==> src/rtl/atw_pkg.sv <==
// Shared types and helpers for the analog test wrapper controller.
// Assumes the sample width is a multiple of 8 so every width code divides it.
package atw_pkg;
    typedef enum logic [1:0] {
        MODE_BYPASS = 2'd0,
        MODE_TEST   = 2'd1,
        MODE_SELF   = 2'd2
    } atw_mode_e;

    // Bits carried per bus beat for a width code.
    function automatic int bus_bits(input logic [1:0] wsel);
        return 1 << wsel;
    endfunction

    // Beats needed to move one sample for a width code.
    function automatic int beats_per(input int samp_w, input logic [1:0] wsel);
        return samp_w >> wsel;
    endfunction
endpackage

==> src/rtl/atw_ticker.sv <==
// Sampling-instant generator: divides the clock by div_i+1 and counts the
// samples of one test. Assumes div_i and cnt_i stay fixed during a run and
// cnt_i is at least 1.
module atw_ticker #(
    parameter int DIV_W = 12,
    parameter int CNT_W = 16
) (
    input  logic             clk,
    input  logic             rst_n,
    input  logic             go_i,
    input  logic [DIV_W-1:0] div_i,
    input  logic [CNT_W-1:0] cnt_i,
    output logic             tick_o,
    output logic             expire_o,
    output logic             run_o
);
    logic [DIV_W-1:0] div_q;
    logic [CNT_W-1:0] left_q;
    logic             run_q;

    assign tick_o   = run_q && (div_q == div_i);
    assign expire_o = tick_o && (left_q == CNT_W'(1));
    assign run_o    = run_q;

    // Divider phase and remaining-sample counter.
    always_ff @(posedge clk) begin
        if (!rst_n) begin
            div_q  <= '0;
            left_q <= '0;
            run_q  <= 1'b0;
        end else if (go_i) begin
            div_q  <= '0;
            left_q <= cnt_i;
            run_q  <= 1'b1;
        end else if (run_q) begin
            if (tick_o) begin
                div_q  <= '0;
                left_q <= left_q - CNT_W'(1);
                if (expire_o) run_q <= 1'b0;
            end else begin
                div_q <= div_q + DIV_W'(1);
            end
        end
    end

    assert_div_bound_R3: assert property (@(posedge clk) disable iff (!rst_n)
        run_q |-> (div_q <= div_i));
    assert_left_live_R6: assert property (@(posedge clk) disable iff (!rst_n)
        run_q |-> (left_q != '0));
endmodule

==> src/rtl/atw_unpack.sv <==
// Stimulus deserialiser: gathers bus beats, least significant part first,
// into full samples and holds the last complete one. Assumes wsel_i only
// changes together with clr_i.
module atw_unpack #(
    parameter int SAMP_W = 8
) (
    input  logic              clk,
    input  logic              rst_n,
    input  logic              clr_i,
    input  logic [1:0]        wsel_i,
    input  logic              beat_vld_i,
    input  logic [SAMP_W-1:0] beat_dat_i,
    output logic [SAMP_W-1:0] smp_o
);
    import atw_pkg::*;
    localparam int BC_W = $clog2(SAMP_W + 1);

    logic [SAMP_W-1:0] asm_q, merged, mask;
    logic [BC_W-1:0]   bc_q, last_bc;
    int                bw;

    // Next assembly value with the new beat placed in the top bits.
    always_comb begin
        bw      = bus_bits(wsel_i);
        mask    = SAMP_W'((1 << bw) - 1);
        merged  = (asm_q >> bw) | ((beat_dat_i & mask) << (SAMP_W - bw));
        last_bc = BC_W'(beats_per(SAMP_W, wsel_i) - 1);
    end

    // Beat accumulation and sample hand-off.
    always_ff @(posedge clk) begin
        if (!rst_n) begin
            asm_q <= '0;
            bc_q  <= '0;
            smp_o <= '0;
        end else if (clr_i) begin
            asm_q <= '0;
            bc_q  <= '0;
        end else if (beat_vld_i) begin
            asm_q <= merged;
            if (bc_q == last_bc) begin
                bc_q  <= '0;
                smp_o <= merged;
            end else begin
                bc_q <= bc_q + BC_W'(1);
            end
        end
    end

    assert_beat_index_R4: assert property (@(posedge clk) disable iff (!rst_n)
        bc_q <= last_bc);
endmodule

==> src/rtl/atw_pack.sv <==
// Response serialiser: on load takes one sample and emits it as bus beats,
// least significant part first, one per cycle. Assumes wsel_i is fixed while
// beats are outstanding.
module atw_pack #(
    parameter int SAMP_W = 8
) (
    input  logic              clk,
    input  logic              rst_n,
    input  logic              load_i,
    input  logic [1:0]        wsel_i,
    input  logic [SAMP_W-1:0] code_i,
    output logic              beat_vld_o,
    output logic [SAMP_W-1:0] beat_dat_o
);
    import atw_pkg::*;
    localparam int BC_W = $clog2(SAMP_W + 1);

    logic [SAMP_W-1:0] sreg_q, mask;
    logic [BC_W-1:0]   left_q, nbeat;
    int                bw;

    // Width-dependent mask and beat count.
    always_comb begin
        bw    = bus_bits(wsel_i);
        mask  = SAMP_W'((1 << bw) - 1);
        nbeat = BC_W'(beats_per(SAMP_W, wsel_i));
    end

    assign beat_vld_o = (left_q != '0);
    assign beat_dat_o = sreg_q & mask;

    // Shift register advancing one beat per cycle.
    always_ff @(posedge clk) begin
        if (!rst_n) begin
            sreg_q <= '0;
            left_q <= '0;
        end else if (load_i) begin
            sreg_q <= code_i;
            left_q <= nbeat;
        end else if (left_q != '0) begin
            sreg_q <= sreg_q >> bw;
            left_q <= left_q - BC_W'(1);
        end
    end

    assert_beat_count_R5: assert property (@(posedge clk) disable iff (!rst_n)
        left_q <= nbeat);
endmodule

==> src/rtl/atw_loopchk.sv <==
// Self-test comparator: at each checked instant compares the looped-back ADC
// code with the DAC code being driven and latches any mismatch.
module atw_loopchk #(
    parameter int SAMP_W = 8
) (
    input  logic              clk,
    input  logic              rst_n,
    input  logic              clr_i,
    input  logic              chk_i,
    input  logic [SAMP_W-1:0] sent_i,
    input  logic [SAMP_W-1:0] got_i,
    output logic              fail_o
);
    // Sticky mismatch flag.
    always_ff @(posedge clk) begin
        if (!rst_n)                         fail_o <= 1'b0;
        else if (clr_i)                     fail_o <= 1'b0;
        else if (chk_i && sent_i != got_i)  fail_o <= 1'b1;
    end

    assert_fail_sticky_R9: assert property (@(posedge clk) disable iff (!rst_n)
        (fail_o && !clr_i) |=> fail_o);
endmodule

==> src/rtl/atw_ctrl.sv <==
// Test wrapper controller top: bypass routing, configuration shadowing,
// sampling control, stimulus/response serialisation, self-test compare and
// two-core time sharing. Assumes mode_i is steady during a test.
module atw_ctrl #(
    parameter int SAMP_W = 8,
    parameter int DIV_W  = 12,
    parameter int CNT_W  = 16
) (
    input  logic              clk,
    input  logic              rst_n,
    input  logic [1:0]        mode_i,
    input  logic [SAMP_W-1:0] func_i,
    output logic [SAMP_W-1:0] core_in_o,
    output logic              conv_en_o,
    input  logic              cfg_vld_i,
    input  logic [DIV_W-1:0]  cfg_div_i,
    input  logic [1:0]        cfg_wsel_i,
    input  logic [CNT_W-1:0]  cfg_cnt_i,
    input  logic              cfg_share_i,
    input  logic              start_i,
    input  logic              stim_vld_i,
    input  logic [SAMP_W-1:0] stim_dat_i,
    output logic              resp_vld_o,
    output logic [SAMP_W-1:0] resp_dat_o,
    output logic [SAMP_W-1:0] dac_code_o,
    output logic              dac_stb_o,
    input  logic [SAMP_W-1:0] adc_code_i,
    output logic              core_sel_o,
    output logic              done_o,
    output logic              fail_o
);
    import atw_pkg::*;

    logic              bypass, go, tick, expire, run;
    logic [DIV_W-1:0]  sh_div, act_div;
    logic [1:0]        sh_wsel, act_wsel;
    logic [CNT_W-1:0]  sh_cnt, act_cnt;
    logic              sh_share, act_share, act_self, slot_q;
    logic [SAMP_W-1:0] smp;

    assign bypass    = !(mode_i == MODE_TEST || mode_i == MODE_SELF);
    assign core_in_o = bypass ? func_i : '0;
    assign conv_en_o = !bypass;
    assign go        = start_i && !run && !bypass;

    // Shadow image written at any time by the tester.
    always_ff @(posedge clk) begin
        if (!rst_n) begin
            sh_div <= '0; sh_wsel <= '0; sh_cnt <= CNT_W'(1); sh_share <= 1'b0;
        end else if (cfg_vld_i) begin
            sh_div <= cfg_div_i; sh_wsel <= cfg_wsel_i;
            sh_cnt <= cfg_cnt_i; sh_share <= cfg_share_i;
        end
    end

    // Working configuration, copied only at a test boundary.
    always_ff @(posedge clk) begin
        if (!rst_n) begin
            act_div <= '0; act_wsel <= '0; act_cnt <= CNT_W'(1);
            act_share <= 1'b0; act_self <= 1'b0;
        end else if (go) begin
            act_div <= sh_div; act_wsel <= sh_wsel; act_cnt <= sh_cnt;
            act_share <= sh_share; act_self <= (mode_i == MODE_SELF);
        end
    end

    atw_ticker #(.DIV_W(DIV_W), .CNT_W(CNT_W)) u_ticker (
        .clk(clk), .rst_n(rst_n), .go_i(go), .div_i(act_div), .cnt_i(sh_cnt),
        .tick_o(tick), .expire_o(expire), .run_o(run)
    );

    atw_unpack #(.SAMP_W(SAMP_W)) u_unpack (
        .clk(clk), .rst_n(rst_n), .clr_i(go), .wsel_i(act_wsel),
        .beat_vld_i(stim_vld_i && run), .beat_dat_i(stim_dat_i), .smp_o(smp)
    );

    atw_pack #(.SAMP_W(SAMP_W)) u_pack (
        .clk(clk), .rst_n(rst_n), .load_i(tick), .wsel_i(act_wsel),
        .code_i(adc_code_i), .beat_vld_o(resp_vld_o), .beat_dat_o(resp_dat_o)
    );

    atw_loopchk #(.SAMP_W(SAMP_W)) u_loopchk (
        .clk(clk), .rst_n(rst_n), .clr_i(go && mode_i == MODE_SELF),
        .chk_i(tick && act_self), .sent_i(dac_code_o), .got_i(adc_code_i),
        .fail_o(fail_o)
    );

    // DAC update, core slot rotation and completion flag.
    always_ff @(posedge clk) begin
        if (!rst_n) begin
            dac_code_o <= '0; dac_stb_o <= 1'b0; core_sel_o <= 1'b0;
            slot_q <= 1'b0; done_o <= 1'b0;
        end else begin
            dac_stb_o <= tick;
            if (go) begin
                done_o <= 1'b0;
                slot_q <= 1'b0;
            end
            if (tick) begin
                dac_code_o <= smp;
                core_sel_o <= slot_q;
                slot_q     <= act_share ? !slot_q : 1'b0;
            end
            if (expire) done_o <= 1'b1;
        end
    end

    assert_idle_no_strobe_R2: assert property (@(posedge clk) disable iff (!rst_n)
        !run |=> !dac_stb_o);
    assert_done_when_idle_R6: assert property (@(posedge clk) disable iff (!rst_n)
        done_o |-> !run);
    assert_sel_with_strobe_R8: assert property (@(posedge clk) disable iff (!rst_n)
        !$stable(core_sel_o) |-> dac_stb_o);
    assert_cfg_held_R7: assert property (@(posedge clk) disable iff (!rst_n)
        (run && !go) |=> $stable(act_div) && $stable(act_wsel) && $stable(act_share));
endmodule

==> config.mk <==
export PLATFORM = sky130hd
export DESIGN_NAME = atw_ctrl
export DESIGN_NICKNAME = d
export VERILOG_FILES = /design/src/rtl/atw_pkg.sv /design/src/rtl/atw_ticker.sv /design/src/rtl/atw_unpack.sv /design/src/rtl/atw_pack.sv /design/src/rtl/atw_loopchk.sv /design/src/rtl/atw_ctrl.sv
export SDC_FILE = /design/constraint.sdc
export NUM_CORES = 1
export LEC_CHECK = 0
export BUFFER_PORTS_ARGS = -buffer_cell sky130_fd_sc_hd__clkbuf_2
export CAP_MARGIN = 30
export CORE_ASPECT_RATIO = 1.1
export CORE_MARGIN = 5
export CORE_UTILIZATION = 40
export CTS_CLUSTER_DIAMETER = 80
export CTS_CLUSTER_SIZE = 16
export DETAILED_ROUTE_END_ITERATION = 16
export PLACE_DENSITY = 0.63
export SYNTH_ARGS = -nofsm -noshare
export SYNTH_HDL_FRONTEND = slang
export SYNTH_SLANG_ARGS = --single-unit
==> constraint.sdc <==
create_clock -name clk -period 2.5 [get_ports clk]
set_input_delay 0.375 -clock clk [delete_from_list [all_inputs] [get_ports clk]]
set_output_delay 0.375 -clock clk [all_outputs]
set_load 0.1 [all_outputs]
==> out/results.txt, run 1 <==
TritonCTS clock tree - yes
worst-path cell chain - inv_1 > ha_1 > and2_1 > clkinv_1 > clkbuf_2
die area - 16,400 µm²
crit path DAT - 1.98 ns
die span in x - 122 µm
largest cells by area after synthesis - dfxtp_1 43%, mux2i_1 8.6%, nand2_1 6.9%
Mapped Area - 5570 µm²
detailed-route via count - 4,976
FFs w/ async S/R, synth - 0%
max frequency - 0.425 GHz
DRT Pass-1 Iters - 4
H-tree levels - 4
post-cts resize count - 0
nets@finish - 816
required time of the worst setup path - 2.12 ns
Iteration-0 DRC Markers - 347
Clock Skews - 0.00612 ns
cell count after synthesis - 661
HP Class - in -> reg
syn_nets - 731
max_slew headroom - 54.7%
Synth warnings - 0
# DRC - 0
initial antenna violation count - 0
CP Buf/Inv Count - 3
Setup TNS - 0 ns
P&R area growth vs syn - 23.6%
total CTS buffers - 17
routed len/inst - 14.7 µm
power per cell area - 866 nW/µm²
top_reg_cell synth - dfxtp_1
Largest stage delay, worst path - 0.41 ns
unrepaired setup endpoints after global routing - false
Avg Cell Area, Syn - 8.42 µm²
share of layout cells above drive strength 1 - 19.8%
DP Wirelength - 9900 µm
Core Region - 13,700 µm²
nature of the critical path endpoint - output pin
worst-skew pair later-pin latency - 0.42 ns
root buffer cell - clkbuf_16
Tmin final - 2.35 ns
Sink Count - 120
Register Area - 2400 µm²
first-pass GRT wire length - 22,600 µm
grt total ovfl - 0
Tot Pwr - 5.96 mW
outcome - finished clean
cell type with the largest total area after synthesis - dfxtp_1
Worst-path clk slew - 0.05 ns
pin count of the biggest net entering global routing - 66
Synth cell types - 53
fill count - 1,364
initial core utilization - 40.5%
Final Max Tran Viols - 0
Slew @ Worst Pin - 0.679 ns
I/O pin cnt - 92
GPL Wtd Cong - 0.889
Synth Register Bits - 120
critical path class - reg -> out
CP top delay family - buffers and inverters
area of the multi-input gates - 2950 µm²
die height - 134 µm
Worst VDD drop - 0.434 mV
max-cap violations - 0
ANT cells - 0
EDFF count, synth - 0
vias in the first global route - 4,819
count leader, synth - dfxtp_1
Port-buffer cells - 91
Synth top cells by count - 120 x dfxtp_1, 102 x nand2_1, 76 x nor2_1
global-route usage over all layers - 17.1%
worst-path fanout max - 12
ANT nets after route - 0
Synth top area share - 43.2%
Cell Rows - 45
WL final - 13,900 µm
Max clock buf depth - 2
hold bufs inserted after CTS - 0
endpoints failing setup - 0
fin crit share - 94.2%
vias per inst - 5.26
final hold violations - 0
slowest CP cell - and2_1
leakage - 2.86 nW
type of origin of the critical path - register
register area share after synthesis - 43.2%
Setup Buffers After CTS - 0
[routing by layer]
metal	vias to the layer above	wire, µm	part of all wire, %	GRT usage, %
met5	-	0	0	0
met2	172	6320	45	26.4
met3	17	977	7.0	4.63
met1	2317	6420	46	22.8
li1	2470	-	-	-
met4	0	200	1.4	6.35
[layout by cell type, fill, tap and decap left out, types with 8 or more instances in the layout]
cell type | netlist | layout
o211ai_1 | 8 | 8
buf_4 | 0 | 24
dfxtp_1 | 120 | 120
mux2i_1 | 48 | 48
nor3_1 | 11 | 11
and3_1 | 12 | 12
nand3_1 | 18 | 18
ha_1 | 8 | 8
and2_1 | 14 | 14
a31oi_1 | 11 | 11
clkbuf_16 | 0 | 17
nor2_1 | 76 | 76
a21oi_1 | 54 | 54
xor2_1 | 17 | 17
nand4_1 | 10 | 10
nand2_1 | 102 | 102
xnor2_1 | 20 | 20
clkbuf_2 | 0 | 84
inv_1 | 11 | 10
[metrics by stage]
stage / worst slack [ns] / util (%) / instance area [µm²] / std cells / hold slack [ns]
2_1_floorplan: 0.0953 / - / 5570 / 661 / 0.431
3_3_place_gp: 0.211 / 45.6 / 6270 / 915 / 0.443
3_5_place_dp: 0.184 / 45.6 / 6270 / 915 / 0.447
4_1_cts: 0.146 / 50.1 / 6880 / 946 / 0.170
5_1_grt: 0.0150 / 50.1 / 6880 / 946 / 0.180
6_report: 0.146 / 50.1 / 6880 / 946 / 0.184
[cell type report]
type | instances | share of cell area [%]
Tap cell | 188 | 3.42
Clock inverter | 9 | 2.15
Sequential cell | 120 | 34.9
Clock buffer | 22 | 6.75
Timing Repair Buffer | 109 | 9.02
Inverter | 14 | 0.818
Multi-Input combinational cell | 484 | 42.9
[tightest hold or removal path: cells and delay by family]
family / cells / cell delay (ns)
and+or+nand+nor: 1 / 0.06
buffers and inverters: 1 / 0.08
muxes: 1 / 0.06
[cells by family (layout without fill, tap and decap cells)]
family,Yosys count,in the layout,share of synthesized area (%)
AND/OR/NAND/NOR,269,269,21.8
flip-flops,120,120,43.2
AO/OA/AOI/OAI,116,116,13.4
buffers and inverters,57,154,3.89
multiplexers,54,54,10.0
XOR/XNOR,37,37,5.82
adder cells (fa/ha/maj),8,8,1.80
[registers in the layout (all words and copies together) (netlist names), 2 cells and up]
| signal | cells |
|---|---|
| sh_cnt | 16 |
| u_ticker.left_q | 16 |
| act_div | 12 |
| sh_div | 12 |
| u_ticker.div_q | 12 |
| dac_code_o | 8 |
| u_pack.sreg_q | 8 |
| u_unpack.smp_o | 8 |
| u_unpack.asm_q | 7 |
| u_pack.left_q | 4 |
| u_unpack.bc_q | 4 |
| act_wsel | 2 |
| sh_wsel | 2 |
[path summary, 6_finish.rpt]
check        depth (start not counted)                 to  slack (ns)              start
max                                  5         resp_vld_o        0.15   u_pack.left_q[0]
min                                  3          sh_cnt[0]        0.18       cfg_cnt_i[0]
max reg2reg                          6  u_ticker.div_q[8]        0.18  u_ticker.div_q[0]
min reg2reg                          2         act_div[3]        0.45          sh_div[3]
[power by group]
part | internal [mW] | leakage [nW] | switching, mW
clock network | 1.71 | 0.300 | 0.829
registers | 2.05 | 0.978 | 0.114
logic | 0.454 | 1.59 | 0.809
total | 4.21 | 2.86 | 1.75
No activity file was read; power rests on OpenSTA's default activity.
==> run 2: changes to the inputs <==
CORE_MARGIN = not set   (was 5)
==> out/results.txt, run 2 (synthesized netlist as in run 1, its figures left out) <==
outcome - finished clean (unchanged)
Core Region - 13,400 µm² (was 13,700 µm²)
initial antenna violation count - 0 (unchanged)
worst-skew pair later-pin latency - 0.41 ns (was 0.42 ns)
critical path class - reg -> out (unchanged)
detailed-route via count - 5,012 (was 4,976)
H-tree levels - 4 (unchanged)
Final Max Tran Viols - 0 (unchanged)
hold path start - cfg_cnt_i[0] (unchanged)
GPL Wtd Cong - 0.884 (was 0.889)
Iteration-0 DRC Markers - 342 (was 347)
R2R depth - 6 (unchanged)
leakage - 2.87 nW (was 2.86 nW)
CP top delay family - buffers and inverters (unchanged)
required time of the worst setup path - 2.12 ns (about the same)
Largest stage delay, worst path - 0.40 ns (was 0.41 ns)
worst-path cell chain - inv_1 > ha_1 > and2_1 > clkinv_1 > clkbuf_2 (unchanged)
first-pass GRT wire length - 22,900 µm (was 22,600 µm)
grt total ovfl - 0 (unchanged)
max_slew headroom - 60.0% (was 54.7%)
hold path endpoint - sh_cnt[0] (unchanged)
global-route usage over all layers - 20.1% (was 17.1%)
vias in the first global route - 4,720 (was 4,819)
Port-buffer cells - 91 (unchanged)
Cell Rows - 44 (was 45)
hold path depth - 3 (unchanged)
total CTS buffers - 17 (unchanged)
die area - 14,400 µm² (was 16,400 µm²)
root buffer cell - clkbuf_16 (unchanged)
most common cell after layout, fill and taps aside - dfxtp_1 (unchanged)
FF-to-FF End - u_ticker.left_q[2] (was u_ticker.div_q[8])
Core Util, Final - 51.5% (was 50.1%)
nets@finish - 815 (was 816)
die span in x - 114 µm (was 122 µm)
pin count of the biggest net entering global routing - 90 (was 66)
power per cell area - 875 nW/µm² (was 866 nW/µm²)
Worst VDD drop - 0.494 mV (was 0.434 mV)
TritonCTS clock tree - yes (unchanged)
endpoints failing setup - 0 (unchanged)
P&R area growth vs syn - 23.9% (was 23.6%)
crit path DAT - 1.95 ns (was 1.98 ns)
fin crit share - 93.0% (was 94.2%)
Crit. path cell count - 5 (unchanged)
Reg-to-Reg Start - u_ticker.div_q[8] (was u_ticker.div_q[0])
final hold violations - 0 (unchanged)
initial core utilization - 41.6% (was 40.5%)
Slew @ Worst Pin - 0.598 ns (was 0.679 ns)
CP Buf/Inv Count - 3 (unchanged)
ANT nets after route - 0 (unchanged)
DP Wirelength - 9500 µm (was 9900 µm)
die height - 126 µm (was 134 µm)
unrepaired setup endpoints after global routing - false (unchanged)
Max clock buf depth - 2 (unchanged)
Setup TNS - 0 ns (unchanged)
vias per inst - 5.33 (was 5.26)
share of layout cells above drive strength 1 - 19.8% (about the same)
fill count - 1,244 (was 1,364)
Tmin final - 2.32 ns (was 2.35 ns)
Sink Count - 120 (unchanged)
# DRC - 0 (unchanged)
ANT cells - 0 (unchanged)
max frequency - 0.430 GHz (was 0.425 GHz)
Register Area - 2400 µm² (unchanged)
worst-path fanout max - 12 (unchanged)
Worst-path clk slew - 0.05 ns (about the same)
routed len/inst - 14.7 µm (about the same)
max-cap violations - 0 (unchanged)
DRT Pass-1 Iters - 5 (was 4)
HP Class - in -> reg (unchanged)
area of the multi-input gates - 2960 µm² (was 2950 µm²)
WL final - 13,800 µm (was 13,900 µm)
type of origin of the critical path - register (unchanged)
most frequent cells in the layout - 120 x dfxtp_1, 101 x nand2_1, 85 x clkbuf_2 (was 120 x dfxtp_1, 102 x nand2_1, 84 x clkbuf_2)
Clock Skews - 0.00909 ns (was 0.00612 ns)
slowest CP cell - and2_1 (unchanged)
I/O pin cnt - 92 (unchanged)
biggest regs - sh_cnt: 16 flops, u_ticker.left_q: 16 flops (unchanged)
nature of the critical path endpoint - output pin (unchanged)
worst reg2reg setup slack - 0.18 ns (about the same)
run 2: cell types whose count changed in the layout (fill, tap and decap cells not counted):
cell | previous run | this run
buf_4 | 24 | 21
nand2_1 | 102 | 101
clkbuf_8 | 2 | 1
clkinv_2 | 4 | 5
buf_12 | 1 | 2
clkinvlp_4 | 2 | 1
nand2_2 | 0 | 1
bufinv_16 | 4 | 5
clkbuf_2 | 84 | 85
run 2: cell type report:
class | count | share of cell area, %
Sequential cell | 120 | 34.9
Clock inverter | 10 | 2.54
Tap cell | 184 | 3.34
Clock buffer | 21 | 6.53
Inverter | 14 | 0.817
Timing Repair Buffer | 108 | 9.04
Multi-Input combinational cell | 484 | 42.9
run 2: report_power, final:
group	switching, mW	total (mW)	internal (mW)
logic	0.816	1.26	0.448
registers	0.108	2.16	2.05
clock network	0.830	2.61	1.78
run 2: per-layer routing:
layer / up-vias / share of wire, % / global-route usage [%]
met1: 2346 / 47 / 26.5
li1: 2477 / - / -
met4: 0 / 1.5 / 8.17
met3: 16 / 5.8 / 5.25
met2: 173 / 45 / 31.2
met5: - / 0 / 0
run 2: metrics by stage:
step / instances / hold WS (ns) / area [µm²] / setup slack, ns / total power, mW
CTS: 941 / 0.174 / 6890 / 0.128 / 6.08
global placement: 910 / 0.441 / 6260 / 0.257 / 3.42
global route: 941 / 0.179 / 6890 / 0.0453 / 6.31
detailed placement: 910 / 0.447 / 6260 / 0.160 / 3.45
floorplan: 661 / 0.431 / 5570 / 0.0953 / 3.13
finish: 941 / 0.197 / 6890 / 0.175 / 6.03
run 2: what timing repair did:
action | 4_1_cts | 5_1_grt
setup endpoints to repair | 0 | 2
buffers inserted | 0 | 0
hold buffers | 0 | 0
resized for setup | 0 | 1
run 2: how the worst max path moves through the flow:
| stage | startpoint | slack [ns] | end |
|---|---|---|---|
| final | u_pack.left_q[0] | 0.18 | resp_vld_o |
| after global routing | u_pack.left_q[0] | 0.05 | resp_vld_o |
| after CTS | u_ticker.div_q[8] | 0.13 | u_ticker.div_q[7] |
| after detailed placement | u_ticker.div_q[8] | 0.16 | u_ticker.div_q[7] |
| after global placement | u_ticker.div_q[6] | 0.26 | u_ticker.div_q[5] |
| after floorplan | mode_i[0] | 0.1 | act_div[10] |
run 2: worst register-to-register path: stages, from the launching register on:
cell and delay (ns):
dfxtp_1 0.40, xnor2_1 0.16, nand4_1 0.16, or4_1 0.74, buf_4 0.35, mux2_2 0.32, o22ai_1 0.12
==> run 3: changes to the inputs <==
ABC_AREA = 1   (was not set)
==> out/results.txt, run 3 <==
outcome - finished clean (unchanged)
cell type with the largest total area after synthesis - dfxtp_1 (unchanged)
routed len/inst - 12.9 µm (was 14.7 µm)
Tmin final - 2.31 ns (was 2.32 ns)
DP Wirelength - 11,600 µm (was 9500 µm)
Sink Count - 120 (unchanged)
Iteration-0 DRC Markers - 403 (was 342)
syn_nets - 998 (was 731)
Worst-path clk slew - 0.06 ns (was 0.05 ns)
max_slew headroom - 41.9% (was 60.0%)
HP Class - in -> reg (unchanged)
Synth top area share - 38.9% (was 43.2%)
worst hold slack - 0.168 ns (was 0.197 ns)
top_reg_cell synth - dfxtp_1 (unchanged)
Synth warnings - 0 (unchanged)
cell count after synthesis - 928 (was 661)
pin count of the biggest net entering global routing - 38 (was 90)
Cell Rows - 47 (was 44)
GR Util met2 - 32.2% (was 31.2%)
DRT Pass-1 Iters - 6 (was 5)
Final Max Tran Viols - 0 (unchanged)
die height - 132 µm (was 126 µm)
post-synthesis simple-gate area fraction - 30.9% (was 21.8%)
root buffer cell - clkbuf_16 (unchanged)
register area share after synthesis - 38.9% (was 43.2%)
vias in the first global route - 5,508 (was 4,720)
Port-buffer cells - 91 (unchanged)
largest cells by area after synthesis - dfxtp_1 39%, nand2_1 13%, nor2_1 9.7% (was dfxtp_1 43%, mux2i_1 8.6%, nand2_1 6.9%)
I/O pin cnt - 92 (unchanged)
M3 GR Usage - 4.63% (was 5.25%)
placed cells - 1,189 (was 910)
mux contribution to synthesized area - 0% (was 10.0%)
Switching Fraction - 33.8% (was 29.1%)
initial core utilization - 41.0% (was 41.6%)
EDFF count, synth - 0 (unchanged)
Slew @ Worst Pin - 0.870 ns (was 0.598 ns)
pre-CTS setup slack - 0.324 ns (was 0.160 ns)
Worst VDD drop - 0.490 mV (was 0.494 mV)
Synth Register Bits - 120 (unchanged)
Tot Pwr - 6.16 mW (was 6.03 mW)
worst-path cell chain - buf_4 > nor2_4 > nor2_1 > clkbuf_2 (was inv_1 > ha_1 > and2_1 > clkinv_1 > clkbuf_2)
TritonCTS clock tree - yes (unchanged)
max-cap violations - 0 (unchanged)
Psw - 2.08 mW (was 1.75 mW)
power per cell area - 838 nW/µm² (was 875 nW/µm²)
biggest regs - sh_cnt: 16 flops, u_ticker.left_q: 16 flops (unchanged)
fill count - 1,573 (was 1,244)
largest family of logic cells by synthesized area - simple AND/OR/NAND/NOR gates (unchanged)
Core Region - 15,100 µm² (was 13,400 µm²)
detailed-route via count - 5,962 (was 5,012)
critical path class - reg -> out (unchanged)
slowest CP cell - dfxtp_1 (was and2_1)
P&R area growth vs syn - 19.2% (was 23.9%)
grt total ovfl - 0 (unchanged)
share of layout cells above drive strength 1 - 16.2% (was 19.8%)
Adder-Cell Fraction of Synth Area - 1.62% (was 1.80%)
crit path DAT - 1.93 ns (was 1.95 ns)
nature of the critical path endpoint - output pin (unchanged)
Largest stage delay, worst path - 0.51 ns (was 0.40 ns)
endpoints failing setup - 0 (unchanged)
fin crit share - 92.3% (was 93.0%)
total CTS buffers - 17 (unchanged)
FFs w/ async S/R, synth - 0% (unchanged)
initial antenna violation count - 0 (unchanged)
most frequent cells in the layout - 215 x nand2_1, 159 x nor2_1, 120 x dfxtp_1 (was 120 x dfxtp_1, 101 x nand2_1, 85 x clkbuf_2)
logic gate share of total power - 24.8% (was 21.0%)
H-tree levels - 4 (unchanged)
most common cell after layout, fill and taps aside - nand2_1 (was dfxtp_1)
Setup TNS - 0 ns (unchanged)
final hold violations - 0 (unchanged)
type of origin of the critical path - register (unchanged)
leakage - 3.46 nW (was 2.87 nW)
worst-skew pair later-pin latency - 0.42 ns (was 0.41 ns)
internal power - 4.08 mW (was 4.28 mW)
final worst setup slack - 0.192 ns (was 0.175 ns)
grt peak-use layer - met2 (unchanged)
Seq pwr share - 35.3% (was 35.8%)
Avg Cell Area, Syn - 6.65 µm² (was 8.42 µm²)
global-route usage over all layers - 20.9% (was 20.1%)
ANT nets after route - 0 (unchanged)
first-pass GRT wire length - 26,300 µm (was 22,900 µm)
Mapped Area - 6170 µm² (was 5570 µm²)
max frequency - 0.433 GHz (was 0.430 GHz)
Setup Buffers After CTS - 0 (unchanged)
vias per inst - 4.88 (was 5.33)
# DRC - 0 (unchanged)
nets@finish - 1,082 (was 815)
die area - 15,900 µm² (was 14,400 µm²)
worst-path fanout max - 13 (was 12)
required time of the worst setup path - 2.12 ns (about the same)
Synth cell types - 39 (was 53)
Synth Area in XOR/XNOR - 3.41% (was 5.82%)
count leader, synth - nand2_1 (was dfxtp_1)
WL final - 15,800 µm (was 13,800 µm)
Synth top cells by count - 215 x nand2_1, 159 x nor2_1, 120 x dfxtp_1 (was 120 x dfxtp_1, 102 x nand2_1, 76 x nor2_1)
Clock Skews - 0.00612 ns (was 0.00909 ns)
Clock Power Share - 39.9% (was 43.3%)
Post-Layout Cell Count - 1,221 (was 941)
GPL Wtd Cong - 0.927 (was 0.884)
Synth Area in Compound Gates - 15.2% (was 13.4%)
grt met1 use - 27.8% (was 26.5%)
die span in x - 120 µm (was 114 µm)
Max clock buf depth - 2 (unchanged)
unrepaired setup endpoints after global routing - false (unchanged)
ANT cells - 0 (unchanged)
## run 3: cell types whose count changed in the layout (fill, tap and decap cells not counted), sizes merged, moves of 14 or more
cell / change
and2: -14
nand2: +122
o21ai: +85
nand3: +30
nor2: +89
inv: +94
mux2i: -48
## run 3: routing by layer
layer  routed length (µm)  share of wire [%]
met2                 6950                 44
met4                  330                2.1
met5                    0                  0
met1                 7600                 48
met3                  928                5.9
## run 3: layout make-up
type | count | area [µm²] | area share [%]
multi-input cells | 664 | 3170 | 43.0
flip-flops and latches | 120 | 2400 | 32.7
repair buffers | 102 | 538 | 7.32
clock buffers | 21 | 480 | 6.53
inverters | 107 | 402 | 5.46
well taps | 196 | 245 | 3.33
clock inverters | 11 | 121 | 1.65
## run 3: final timing paths
kind,from,to,slack (ns),cells past startpoint
max,act_wsel[1],resp_dat_o[1],0.19,4
min,cfg_cnt_i[0],sh_cnt[0],0.17,3
max reg2reg,act_wsel[0],u_unpack.asm_q[1],0.31,9
min reg2reg,u_unpack.smp_o[0],u_unpack.smp_o[0],0.44,2
## run 3: critical path: cells and delay by family, from the launching register on
| family | cells | cell delay [ns] |
|---|---|---|
| buffers and inverters | 2 | 0.73 |
| DFF | 1 | 0.51 |
| and+or+nand+nor | 2 | 0.27 |
## run 3: kinds of logic (layout without fill, tap and decap cells)
group,after synthesis,after routing
flops,120,120
compound gates,174,174
buf+inv,144,241
simple gates,458,458
fa+ha+maj,8,8
xor+xnor,24,24
## run 3: power groups by stage
stage / clock (mW) / combinational, mW / sequential [mW]
after global placement: 0 / 1.52 / 2.21
after global routing: 2.59 / 1.73 / 2.19
after CTS: 2.50 / 1.53 / 2.17
after detailed placement: 0 / 1.52 / 2.21
final: 2.46 / 1.53 / 2.18
after floorplan: 0 / 1.18 / 2.24
## run 3: what timing repair did
item,4_1_cts,5_1_grt
hold buffers,0,0
setup endpoints to repair,0,1
hold endpoints to repair,0,0
resized for setup,0,1
## run 3: per-stage QoR
stage	cell area, µm²	util, %
after floorplan	6170	-
after global placement	6750	44.8
after detailed placement	6750	44.8
after CTS	7350	48.8
after global routing	7350	48.9
final	7350	48.9
